==> src/rtl/lt_dec_pkg.sv <==
package lt_dec_pkg;

  typedef enum logic [3:0] {
    ST_IDLE,
    ST_INIT,
    ST_FIND_CUR,
    ST_FIND_COV,
    ST_RELEASE,
    ST_COVER,
    ST_SET,
    ST_CHECK,
    ST_INC_TEST,
    ST_AGAIN,
    ST_END
  } dec_state_e;

  // fixed code graph shared with the encoder
  function automatic logic lt_edge(int sym, int bit_i, int kmax);
    return (bit_i == (7 * sym) % kmax) || ((((bit_i + 1) * (sym + 3) + sym) % 5) == 0);
  endfunction

endpackage

==> src/rtl/lt_first_set.sv <==
module lt_first_set #(
  parameter int W = 8,
  localparam int IW = (W > 1) ? $clog2(W) : 1
) (
  input  logic [W-1:0]  vec_i,
  output logic          found_o,
  output logic [IW-1:0] idx_o
);
  always_comb begin
    found_o = |vec_i;
    idx_o   = '0;
    for (int b = W - 1; b >= 0; b--) begin
      if (vec_i[b]) idx_o = IW'(b);
    end
  end
endmodule

==> src/rtl/lt_adj_build.sv <==
module lt_adj_build
  import lt_dec_pkg::*;
#(
  parameter int K = 12,
  parameter int N = 24,
  localparam int NW = $clog2(N + 1)
) (
  input  logic [NW-1:0]        len_i,
  input  logic [NW-1:0]        k_i,
  output logic [N-1:0][K-1:0]  adj_o
);
  for (genvar j = 0; j < N; j++) begin : g_sym
    localparam logic [NW-1:0] JV = NW'(j);
    for (genvar i = 0; i < K; i++) begin : g_bit
      localparam logic          E  = lt_edge(j, i, K);
      localparam logic [NW-1:0] IV = NW'(i);
      if (E) begin : g_on
        assign adj_o[j][i] = (len_i > JV) && (k_i > IV);
      end else begin : g_off
        assign adj_o[j][i] = 1'b0;
      end
    end
  end
endmodule

==> src/rtl/lt_deg_one.sv <==
module lt_deg_one #(
  parameter int K = 12,
  parameter int N = 24
) (
  input  logic [N-1:0][K-1:0] adj_i,
  output logic [N-1:0]        deg1_o
);
  for (genvar j = 0; j < N; j++) begin : g_row
    assign deg1_o[j] = ($countones(adj_i[j]) == 1);
  end
endmodule

==> src/rtl/lt_peel_dec.sv <==
module lt_peel_dec
  import lt_dec_pkg::*;
#(
  parameter int K = 12,
  parameter int N = 24,
  localparam int KW = $clog2(K + 1),
  localparam int NW = $clog2(N + 1),
  localparam int KI = (K > 1) ? $clog2(K) : 1,
  localparam int NI = (N > 1) ? $clog2(N) : 1
) (
  input  logic          clk_i,
  input  logic          rst_ni,
  input  logic [KW-1:0] k_i,
  input  logic [NW-1:0] inc_i,
  input  logic [NW-1:0] n_i,
  input  logic [N-1:0]  data_i,
  input  logic          frame_i,
  output logic [K-1:0]  data_o,
  output logic          done_o,
  output logic          ok_o
);
  dec_state_e         state_q;
  logic [N-1:0]       rx_q, val_q;
  logic [N-1:0][K-1:0] adj_q, adj_rebuild;
  logic [K-1:0]       info_q, cov_q, out_q, kmask;
  logic               ok_q;
  logic [NW-1:0]      k_q, inc_q, n_q, len_q;
  logic [NI-1:0]      cur_q, cur_idx;
  logic [KI-1:0]      covi_q, cov_idx;
  logic [N-1:0]       deg1, col_hit;
  logic               any_deg1, cov_found;

  // length saturation at capture
  logic [NW-1:0] k_sat, n_sat, n_lim;
  always_comb begin
    k_sat = (int'(k_i) > K) ? NW'(K) : NW'(k_i);
    n_lim = (int'(n_i) > N) ? NW'(N) : n_i;
    n_sat = (n_lim < k_sat) ? k_sat : n_lim;
  end

  logic [NW:0]   len_sum;
  logic [NW-1:0] len_next;
  always_comb begin
    len_sum  = {1'b0, len_q} + {1'b0, inc_q};
    len_next = (len_sum > {1'b0, n_q}) ? n_q : len_sum[NW-1:0];
  end

  for (genvar i = 0; i < K; i++) begin : g_kmask
    assign kmask[i] = (k_q > NW'(i));
  end

  always_comb begin
    for (int j = 0; j < N; j++) col_hit[j] = adj_q[j][covi_q];
  end

  logic all_cov;
  assign all_cov = &(cov_q | ~kmask);

  lt_adj_build #(.K(K), .N(N)) u_adj (
    .len_i (len_q),
    .k_i   (k_q),
    .adj_o (adj_rebuild)
  );

  lt_deg_one #(.K(K), .N(N)) u_deg (
    .adj_i  (adj_q),
    .deg1_o (deg1)
  );

  lt_first_set #(.W(N)) u_find_cur (
    .vec_i   (deg1),
    .found_o (any_deg1),
    .idx_o   (cur_idx)
  );

  lt_first_set #(.W(K)) u_find_cov (
    .vec_i   (adj_q[cur_q]),
    .found_o (cov_found),
    .idx_o   (cov_idx)
  );

  always_ff @(posedge clk_i or negedge rst_ni) begin
    if (!rst_ni) begin
      state_q <= ST_IDLE;
      rx_q    <= '0;
      val_q   <= '0;
      adj_q   <= '0;
      info_q  <= '0;
      cov_q   <= '0;
      out_q   <= '0;
      ok_q    <= 1'b0;
      k_q     <= '0;
      inc_q   <= '0;
      n_q     <= '0;
      len_q   <= '0;
      cur_q   <= '0;
      covi_q  <= '0;
    end else begin
      unique case (state_q)
        ST_IDLE: if (frame_i) begin
          rx_q    <= data_i;
          k_q     <= k_sat;
          inc_q   <= inc_i;
          n_q     <= n_sat;
          len_q   <= k_sat;
          state_q <= ST_INIT;
        end
        ST_INIT: begin
          adj_q   <= adj_rebuild;
          val_q   <= rx_q;
          info_q  <= '0;
          cov_q   <= '0;
          state_q <= ST_FIND_CUR;
        end
        ST_FIND_CUR: begin
          cur_q   <= cur_idx;
          state_q <= any_deg1 ? ST_FIND_COV : ST_INC_TEST;
        end
        ST_FIND_COV: begin
          covi_q  <= cov_idx;
          state_q <= ST_RELEASE;
        end
        ST_RELEASE: begin
          info_q[covi_q]        <= val_q[cur_q];
          cov_q[covi_q]         <= 1'b1;
          adj_q[cur_q][covi_q]  <= 1'b0;
          state_q               <= ST_COVER;
        end
        ST_COVER: begin
          for (int j = 0; j < N; j++) begin
            if (adj_q[j][covi_q]) begin
              val_q[j]         <= val_q[j] ^ info_q[covi_q];
              adj_q[j][covi_q] <= 1'b0;
            end
          end
          state_q <= ST_SET;
        end
        ST_SET: begin
          cur_q   <= '0;
          covi_q  <= '0;
          state_q <= ST_CHECK;
        end
        ST_CHECK: state_q <= any_deg1 ? ST_FIND_CUR : ST_INC_TEST;
        ST_INC_TEST: begin
          if (all_cov || len_q >= n_q || inc_q == '0) begin
            out_q   <= info_q & cov_q & kmask;
            ok_q    <= all_cov;
            state_q <= ST_END;
          end else begin
            state_q <= ST_AGAIN;
          end
        end
        ST_AGAIN: begin
          len_q   <= len_next;
          state_q <= ST_INIT;
        end
        ST_END:  state_q <= ST_IDLE;
        default: state_q <= ST_IDLE;
      endcase
    end
  end

  assign data_o = out_q;
  assign ok_o   = ok_q;
  assign done_o = (state_q == ST_END);

  a_r7_done_single: assert property (@(posedge clk_i) disable iff (!rst_ni)
    done_o |=> !done_o);
  a_r6_ok_full_cover: assert property (@(posedge clk_i) disable iff (!rst_ni)
    (done_o && ok_o) |-> all_cov);
  a_r5_single_neighbour: assert property (@(posedge clk_i) disable iff (!rst_ni)
    (state_q == ST_FIND_COV) |-> (cov_found && $countones(adj_q[cur_q]) == 1));
  a_r3_column_cleared: assert property (@(posedge clk_i) disable iff (!rst_ni)
    (state_q == ST_SET) |-> (col_hit == '0 && cov_q[covi_q]));
  a_r4_len_grows: assert property (@(posedge clk_i) disable iff (!rst_ni)
    (state_q == ST_AGAIN) |=> (len_q > $past(len_q) && len_q <= n_q));
  a_r8_busy_frozen: assert property (@(posedge clk_i) disable iff (!rst_ni)
    (state_q != ST_IDLE) |=> ($stable(k_q) && $stable(rx_q) && $stable(n_q)));
endmodule

==> config.mk <==
export PLATFORM = sky130hd
export DESIGN_NAME = lt_peel_dec
export DESIGN_NICKNAME = d
export VERILOG_FILES = /design/src/rtl/lt_dec_pkg.sv /design/src/rtl/lt_first_set.sv /design/src/rtl/lt_adj_build.sv /design/src/rtl/lt_deg_one.sv /design/src/rtl/lt_peel_dec.sv
export SDC_FILE = /design/constraint.sdc
export NUM_CORES = 1
export LEC_CHECK = 0
export BUFFER_PORTS_ARGS = -buffer_cell sky130_fd_sc_hd__buf_2
export CORE_ASPECT_RATIO = 1.2
export CORE_MARGIN = 3
export CORE_UTILIZATION = 65
export DETAILED_ROUTE_END_ITERATION = 7
export PLACE_DENSITY = 0.86
export SLEW_MARGIN = 30
export SYNTH_ARGS = -nofsm -noshare
export SYNTH_HDL_FRONTEND = slang
export SYNTH_SLANG_ARGS = --single-unit
==> constraint.sdc <==
create_clock -name clk_i -period 5.6 [get_ports clk_i]
set_input_delay 1.12 -clock clk_i [delete_from_list [all_inputs] [get_ports clk_i]]
set_output_delay 1.12 -clock clk_i [all_outputs]
set_load 0.1 [all_outputs]
# ---- Yosys cells after proc, flatten, opt, wreduce, memory -nomap -nowiden
# Index checks and enable logic that the tools add are counted.
dict set report op_classes {
  n_addsub 265
  order_cmp 45
  n_eq_ne 59
  mux 160
  bitwise 56
  n_reduce_logical 133
}
# operator n
set ops {}
lappend ops {{adder 32 bit} 120}
lappend ops {{case mux 288 bit (3 select lines)} 1}
lappend ops {{== test 32 x 2 -> 1 bit, second input constant} 24}
lappend ops {{bitwise AND 12 bit} 26}
lappend ops {{two-way mux 12 bit} 26}
lappend ops {{adder 1 x 1 -> 2 bit} 144}
lappend ops {{bitwise AND 288 bit} 1}
lappend ops {{NOT 288 bit} 1}
lappend ops {{two-way mux 5 bit} 28}
lappend ops {{AND reduction 2 bit} 51}
lappend ops {{binary-select mux 1 bit (select 4 bit)} 25}
lappend ops {{logical AND 1 bit} 70}
lappend ops {{two-way mux 4 bit} 16}
lappend ops {{binary-select mux 12 bit (select 5 bit)} 1}
lappend ops {{demux 12 bit (select 5 bit)} 1}
lappend ops {{> comparator 5 x 4 -> 1 bit, second input constant} 12}
lappend ops {{two-way mux 1 bit} 51}
lappend ops {{!= test 2 bit, second input constant} 25}
lappend ops {{case mux 12 bit (2 select lines)} 2}
lappend ops {{case mux 24 bit (2 select lines)} 1}
lappend ops {{> comparator 5 bit, second input constant} 9}
lappend ops {{> comparator 5 x 3 -> 1 bit, second input constant} 8}
lappend ops {{case mux 4 bit (10 select lines)} 1}
lappend ops {{NOT 12 bit} 2}
lappend ops {{30 further kinds} 72}
dict set report totals {
  regBits 406
  inputBits 41
  out_inout_bits 14
}

# ---- Logic depth before layout (Yosys ltp)
dict set report depth {
  depth_word 30
  ltp_mapped 17
}

# ---- Modules after synthesis
# From an unflattened synthesis, not the netlist that was laid out.
dict set report hier_totals {
  hier_cells 3617
  area_unflattened_um2 33029.2
}
# mod n_inst cells_each area_each_um2
set modules_own_cells {}
lappend modules_own_cells {lt_peel_dec 1 2420 22999.6}
lappend modules_own_cells {lt_deg_one 1 784 7300.8}
lappend modules_own_cells {lt_adj_build 1 343 2290.9}
lappend modules_own_cells {{lt_first_set at u_find_cur} 1 48 309.0}
lappend modules_own_cells {{lt_first_set at u_find_cov} 1 22 128.9}

# ---- Worst setup path before layout
# OpenSTA, ideal clock, no wires.
dict set report synth_timing {
  path_kind {flip-flop to flip-flop}
  start {register adj_q[72] (netlist name)}
  end {register state_q[3]}
  arrival_time_ps 4434
  required_time_ps 5499
  setup_slack_ps 1065
  path_stages_with_launch 17
  path_buffers 0
  period_less_slack_ps 4535
  cell_sequence {dfrtp_1 ha_1 inv_1 fa_1 inv_1 fa_1 fa_1 ha_1 inv_1 fa_1 nor2b_1 o2111ai_1 nand4_1 or2_2 or3_1 o21a_1 o32ai_1}
}
dict set report synth_between {
  elab_chain_cells 8
  elab_cells_between_ends 9
}
# element line_no
set synth_rtl {}
lappend synth_rtl {{start: declaration} lt_peel_dec.sv:24} ;# logic [N-1:0][K-1:0] adj_q, adj_rebuild;
lappend synth_rtl {{start signal: assignment} lt_peel_dec.sv:109} ;# adj_q <= adj_rebuild;
lappend synth_rtl {{adder 1 x 1 -> 2 bit (implied by the code) *} lt_deg_one.sv:9} ;# assign deg1_o[j] = ($countones(adj_i[j]) == 1);
lappend synth_rtl {{adder 32 bit (implied by the code) * (3 in series)} lt_deg_one.sv:9}
lappend synth_rtl {{== test 32 x 2 -> 1 bit *} lt_deg_one.sv:9}
lappend synth_rtl {{OR reduction 24 bit *} lt_first_set.sv:10} ;# found_o = |vec_i;
lappend synth_rtl {{two-way mux 4 bit, on equally long branches} {lt_peel_dec.sv:143, lt_peel_dec.sv:117}}
lappend synth_rtl {{case mux 4 bit (10 select lines) *} lt_peel_dec.sv:99} ;# unique case (state_q)
lappend synth_rtl {{end signal: assignment} lt_peel_dec.sv:117} ;# state_q <= any_deg1 ? ST_FIND_COV : ST_INC_TEST;
lappend synth_rtl {{end signal: assignment} lt_peel_dec.sv:143} ;# ST_CHECK: state_q <= any_deg1 ? ST_FIND_CUR : ST_INC_TEST;
lappend synth_rtl {{end: declaration} lt_peel_dec.sv:22} ;# dec_state_e state_q;
# Mark *: on every way between the ends. The rest lies on a longest branch, timed or not.
# A chain may end at the register's enable or synchronous reset.

# ---- Worst setup path in the final report
dict set report layout_timing {
  start {register adj_q[217] (netlist name)}
  end {register cur_q[1]}
}
dict set report layout_between {
  elab_chain_cells 25
}
# element line_no
set layout_rtl {}
lappend layout_rtl {{adder 1 x 1 -> 2 bit (implied by the code)} lt_deg_one.sv:9}
lappend layout_rtl {{adder 32 bit (implied by the code) (3 in series)} lt_deg_one.sv:9}
lappend layout_rtl {{== test 32 x 2 -> 1 bit} lt_deg_one.sv:9}
lappend layout_rtl {{two-way mux 5 bit (19 in series)} lt_first_set.sv:13} ;# if (vec_i[b]) idx_o = IW'(b);
lappend layout_rtl {{case mux 5 bit (2 select lines)} lt_peel_dec.sv:99}
lappend layout_rtl {{end signal: assignment} lt_peel_dec.sv:116} ;# cur_q <= cur_idx;
lappend layout_rtl {{end: declaration} lt_peel_dec.sv:28} ;# logic [NI-1:0] cur_q, cur_idx;
# No other way between the ends.

==> impl_metrics.csv <==
group,metric,value,unit
status,outcome,"finished, final reports clean",
critical_path,cpLargestDelayFamily,"adder cells",
critical_path,path_buf_inv,4,
synth,syn_nets,3319,
critical_path,crit_arrival,5810,ps
timing,worst_pin_slew,1109,ps
synth,yosysTopAreaCellShare,33.19,%
timing,fin_tns_setup,0,ps
critical_path,crit_chain,"ha_1 -> inv_1 -> fa_1 -> inv_1 -> fa_1 -> fa_1 -> ha_1 -> inv_1 -> fa_1 -> a211oi_1 -> mux2i_1 -> nor4_1 -> nor3_1 -> o31ai_1 -> buf_4 -> a31oi_1 -> o31ai_1",
critical_path,slowest_stage,"nor4_1",
grt,antenna_found_initial,6,
timing,rsz0062_at_grt,"no",
synth,yosys.cell_count.top_type,"dfrtp_1",
critical_path,path_max_fanout,5,
synth,syn_area,30540,um2
critical_path,slowest_delay,850,ps
routing,route.vias.total,25570,
min_path,min_path_cells,2,
finish,stdcell_count,3524,
timing,drv_slew,0,
grt,grt_pass1_wl,164.0,mm
synth,ys.flop_type,"dfrtp_1",
clock_network,clkSlewWorstSetupHoldPaths,70,ps
floorplan,die_h,243.4,um
routing,drtAntennaViolNets,0,
clock_network,post_cts_buffers,0,
min_path,hold_class,"reg2reg",
place,placement.io_buffers,54,
critical_path,r2r_slack,290,ps
floorplan,row_count,86,
critical_path,critical_path_depth,17,
clock_network,cts_resized,0,
pwr,peakVddDrop,0.6066,mV
routing,drt_first_pass_iters,8,
synth,synth_area_leaders,"dfrtp_1 (33%), fa_1 (11%), ha_1 (11%)",
floorplan,io_pins,55,
timing,fin_crit_sh,94.76,%
routing,drc_errors,0,
clock_network,clock_path_buffers,3,
run,maxCapViolations,0,
clock_network,cts_root_buf,"clkbuf_16",
routing,first_iter_violations,3537,
finish,nets,3336,
timing,hold_viol_final,0,
clock_network,cts_hold_buf,0,
critical_path,cp-end-kind,"flip-flop",
timing,clock_skew,14.81,ps
synth,syn_area_per_cell,10.71,um2
timing,slew_headroom,25.92,%
floorplan,core_region_area,46160,um2
synth,synthArstFlopShare,100.0,%
synth,yosysUniqueCellTypes,83,
synth,yosys.area.top_type,"dfrtp_1",
clock_network,tritoncts,"done",
synth,seq_area_frac_synth,33.19,%
place,placedCellCount,3435,
place,hpwl,78.15,mm
synth,synth_edf_count,0,
synth,synth_commonest_cells,"dfrtp_1 (405), nand2_1 (288), inv_1 (262)",
synth,synth_seq_cells,405,
finish,drive_gt1_share,13.80,%
critical_path,critPathRequiredTime,6110,ps
clock_network,cts_buffers,45,
critical_path,path_class,"reg2reg",
grt,grt_pass1_vias,26340,
grt,grt_usage,44.34,%
timing,setup_viol,0,
clock_network,clock-sinks,405,
pwr,cellLeakagePower,15.70,nW
routing,wl_per_cell,30.91,um
pwr,p_per_area,466.6,nW/um2
finish,fill_cells,3171,
critical_path,start_kind,"flip-flop",
floorplan,die_x,203.9,um
critical_path,rr_worst_depth,17,
synth,syn_inst,2851,
clock_network,clk-insertion-delay-late,620,ps
routing,vias_per_cell,7.255,
timing,fin_crit,5307,ps
routing,wl,108.9,mm
floorplan,die-area,49630,um2
clock_network,h-tree-depth,2,
finish,syn2layout_area_growth,8.178,%
floorplan,initial_utilization,66.16,%
critical_path,cp_common_cell,"fa_1",
place,globalplace.congestion,1.070,
grt,overflow,0,
grt,grt_max_degree,115,
synth,yosys_warnings,0,
timing,fmaxAchievable,188.4,MHz
## cell families (layout without fill, tap and decap cells)
group / count (synthesis) / count (layout) / synth area share (%)
and+or+nand+nor: 586 / 586 / 8.874
adders and majority gates: 427 / 427 / 21.65
DFF: 405 / 405 / 33.19
xor gates and xnor gates: 4 / 4 / 0.1147
AOI/OAI and AO/OA: 794 / 794 / 16.68
buffers and inverters: 421 / 475 / 6.109
other: 0 / 3 / 0
muxes: 214 / 214 / 13.39
## final cells by class
type,instances,area [um2],share of cell area (%)
antenna,3,7.507,0.02272
clock buffer,60,1222,3.700
clock inverter,24,366.6,1.110
inverter,262,983.4,2.977
multi-input combinational,2025,18630,56.40
sequential,405,10150,30.73
tap,616,770.7,2.333
timing repair buffer,129,900.9,2.727
## cell usage in the layout, fill, tap and decap left out, drive strengths merged, types with 7 or more instances in the layout
cell type	Yosys	final
a2111oi	7	7
a22o	10	10
nor2	107	107
a211oi	17	17
a31oi	11	11
a21oi	163	163
o21ai	217	217
a21o	16	16
nand3	27	27
clkbuf	76	60
clkinv	0	8
bufinv	0	8
mux2i	56	56
and2	22	22
nor2b	22	22
mux2	7	7
o22ai	17	17
or3	8	8
a21boi	65	65
nand4	8	8
buf	83	129
dfrtp	405	405
or2	13	13
mux4	151	151
o21a	145	145
nand2	288	288
inv	262	265
ha	258	258
fa	169	169
nand2b	25	25
nor3	24	24
o31ai	18	18
a22oi	56	56
nor4	9	9
## path summary, 6_finish.rpt
path | start | end
max | adj_q[217]$_DFFE_PN0P_ | cur_q[1]$_DFFE_PN0P_
min | data_o[11]$_DFFE_PN0P_ | data_o[11]$_DFFE_PN0P_
max reg2reg | adj_q[217]$_DFFE_PN0P_ | cur_q[1]$_DFFE_PN0P_
min reg2reg | data_o[11]$_DFFE_PN0P_ | data_o[11]$_DFFE_PN0P_
max in group asynchronous | rst_ni | adj_q[224]$_DFFE_PN0P_
min in group asynchronous | rst_ni | cov_q[9]$_DFFE_PN0P_
## worst reg2reg max path: cells and delay by family (launching register included)
kind	cells	cell delay, ps
AO/OA/AOI/OAI	4	830
adder cells (fa/ha/maj)	6	2410
buffers and inverters	4	310
flip-flops	1	460
multiplexers	1	100
AND/OR/NAND/NOR	2	1080
## metrics by stage
| step | util (%) | setup slack [ps] | hold slack (ps) | cell area, um2 | total power, mW |
|---|---|---|---|---|---|
| after floorplan | - | 1065 | 440.4 | 30540 | 8.534 |
| after global placement | 67.94 | 328.0 | 460.5 | 31360 | 11.33 |
| after detailed placement | 67.97 | 437.1 | 465.3 | 31370 | 11.57 |
| after CTS | 71.41 | 426.0 | 480.7 | 32960 | 14.88 |
| after global routing | 71.56 | 203.3 | 510.4 | 33030 | 15.85 |
| final | 71.57 | 293.2 | 479.6 | 33040 | 15.41 |
## where the power goes
| part | switching, mW | internal (mW) | leakage, nW |
|---|---|---|---|
| logic | 5.31 | 2.58 | 9.44 |
| registers | 0.839 | 3.38 | 5.50 |
| clock network | 1.38 | 1.92 | 0.761 |
## registers in the layout, summed over array words and instances (netlist names), 12 cells and up
register / count
rx_q: 24
val_q: 24
cov_q: 12
adj_q: 288
data_o: 12
info_q: 12
## routing by layer
metal | vias to the layer above | part of all wire, % | GRT usage (%) | wire (um)
met4 | 6 | 9.6 | 30.84 | 10470
met5 | - | 0.12 | 0 | 127
li1 | 10260 | - | - | -
met2 | 2013 | 44 | 67.04 | 48250
met3 | 648 | 13 | 14.58 | 14350
met1 | 12640 | 33 | 53.99 | 35740
Note: power is estimated with default switching activity, not from simulation.
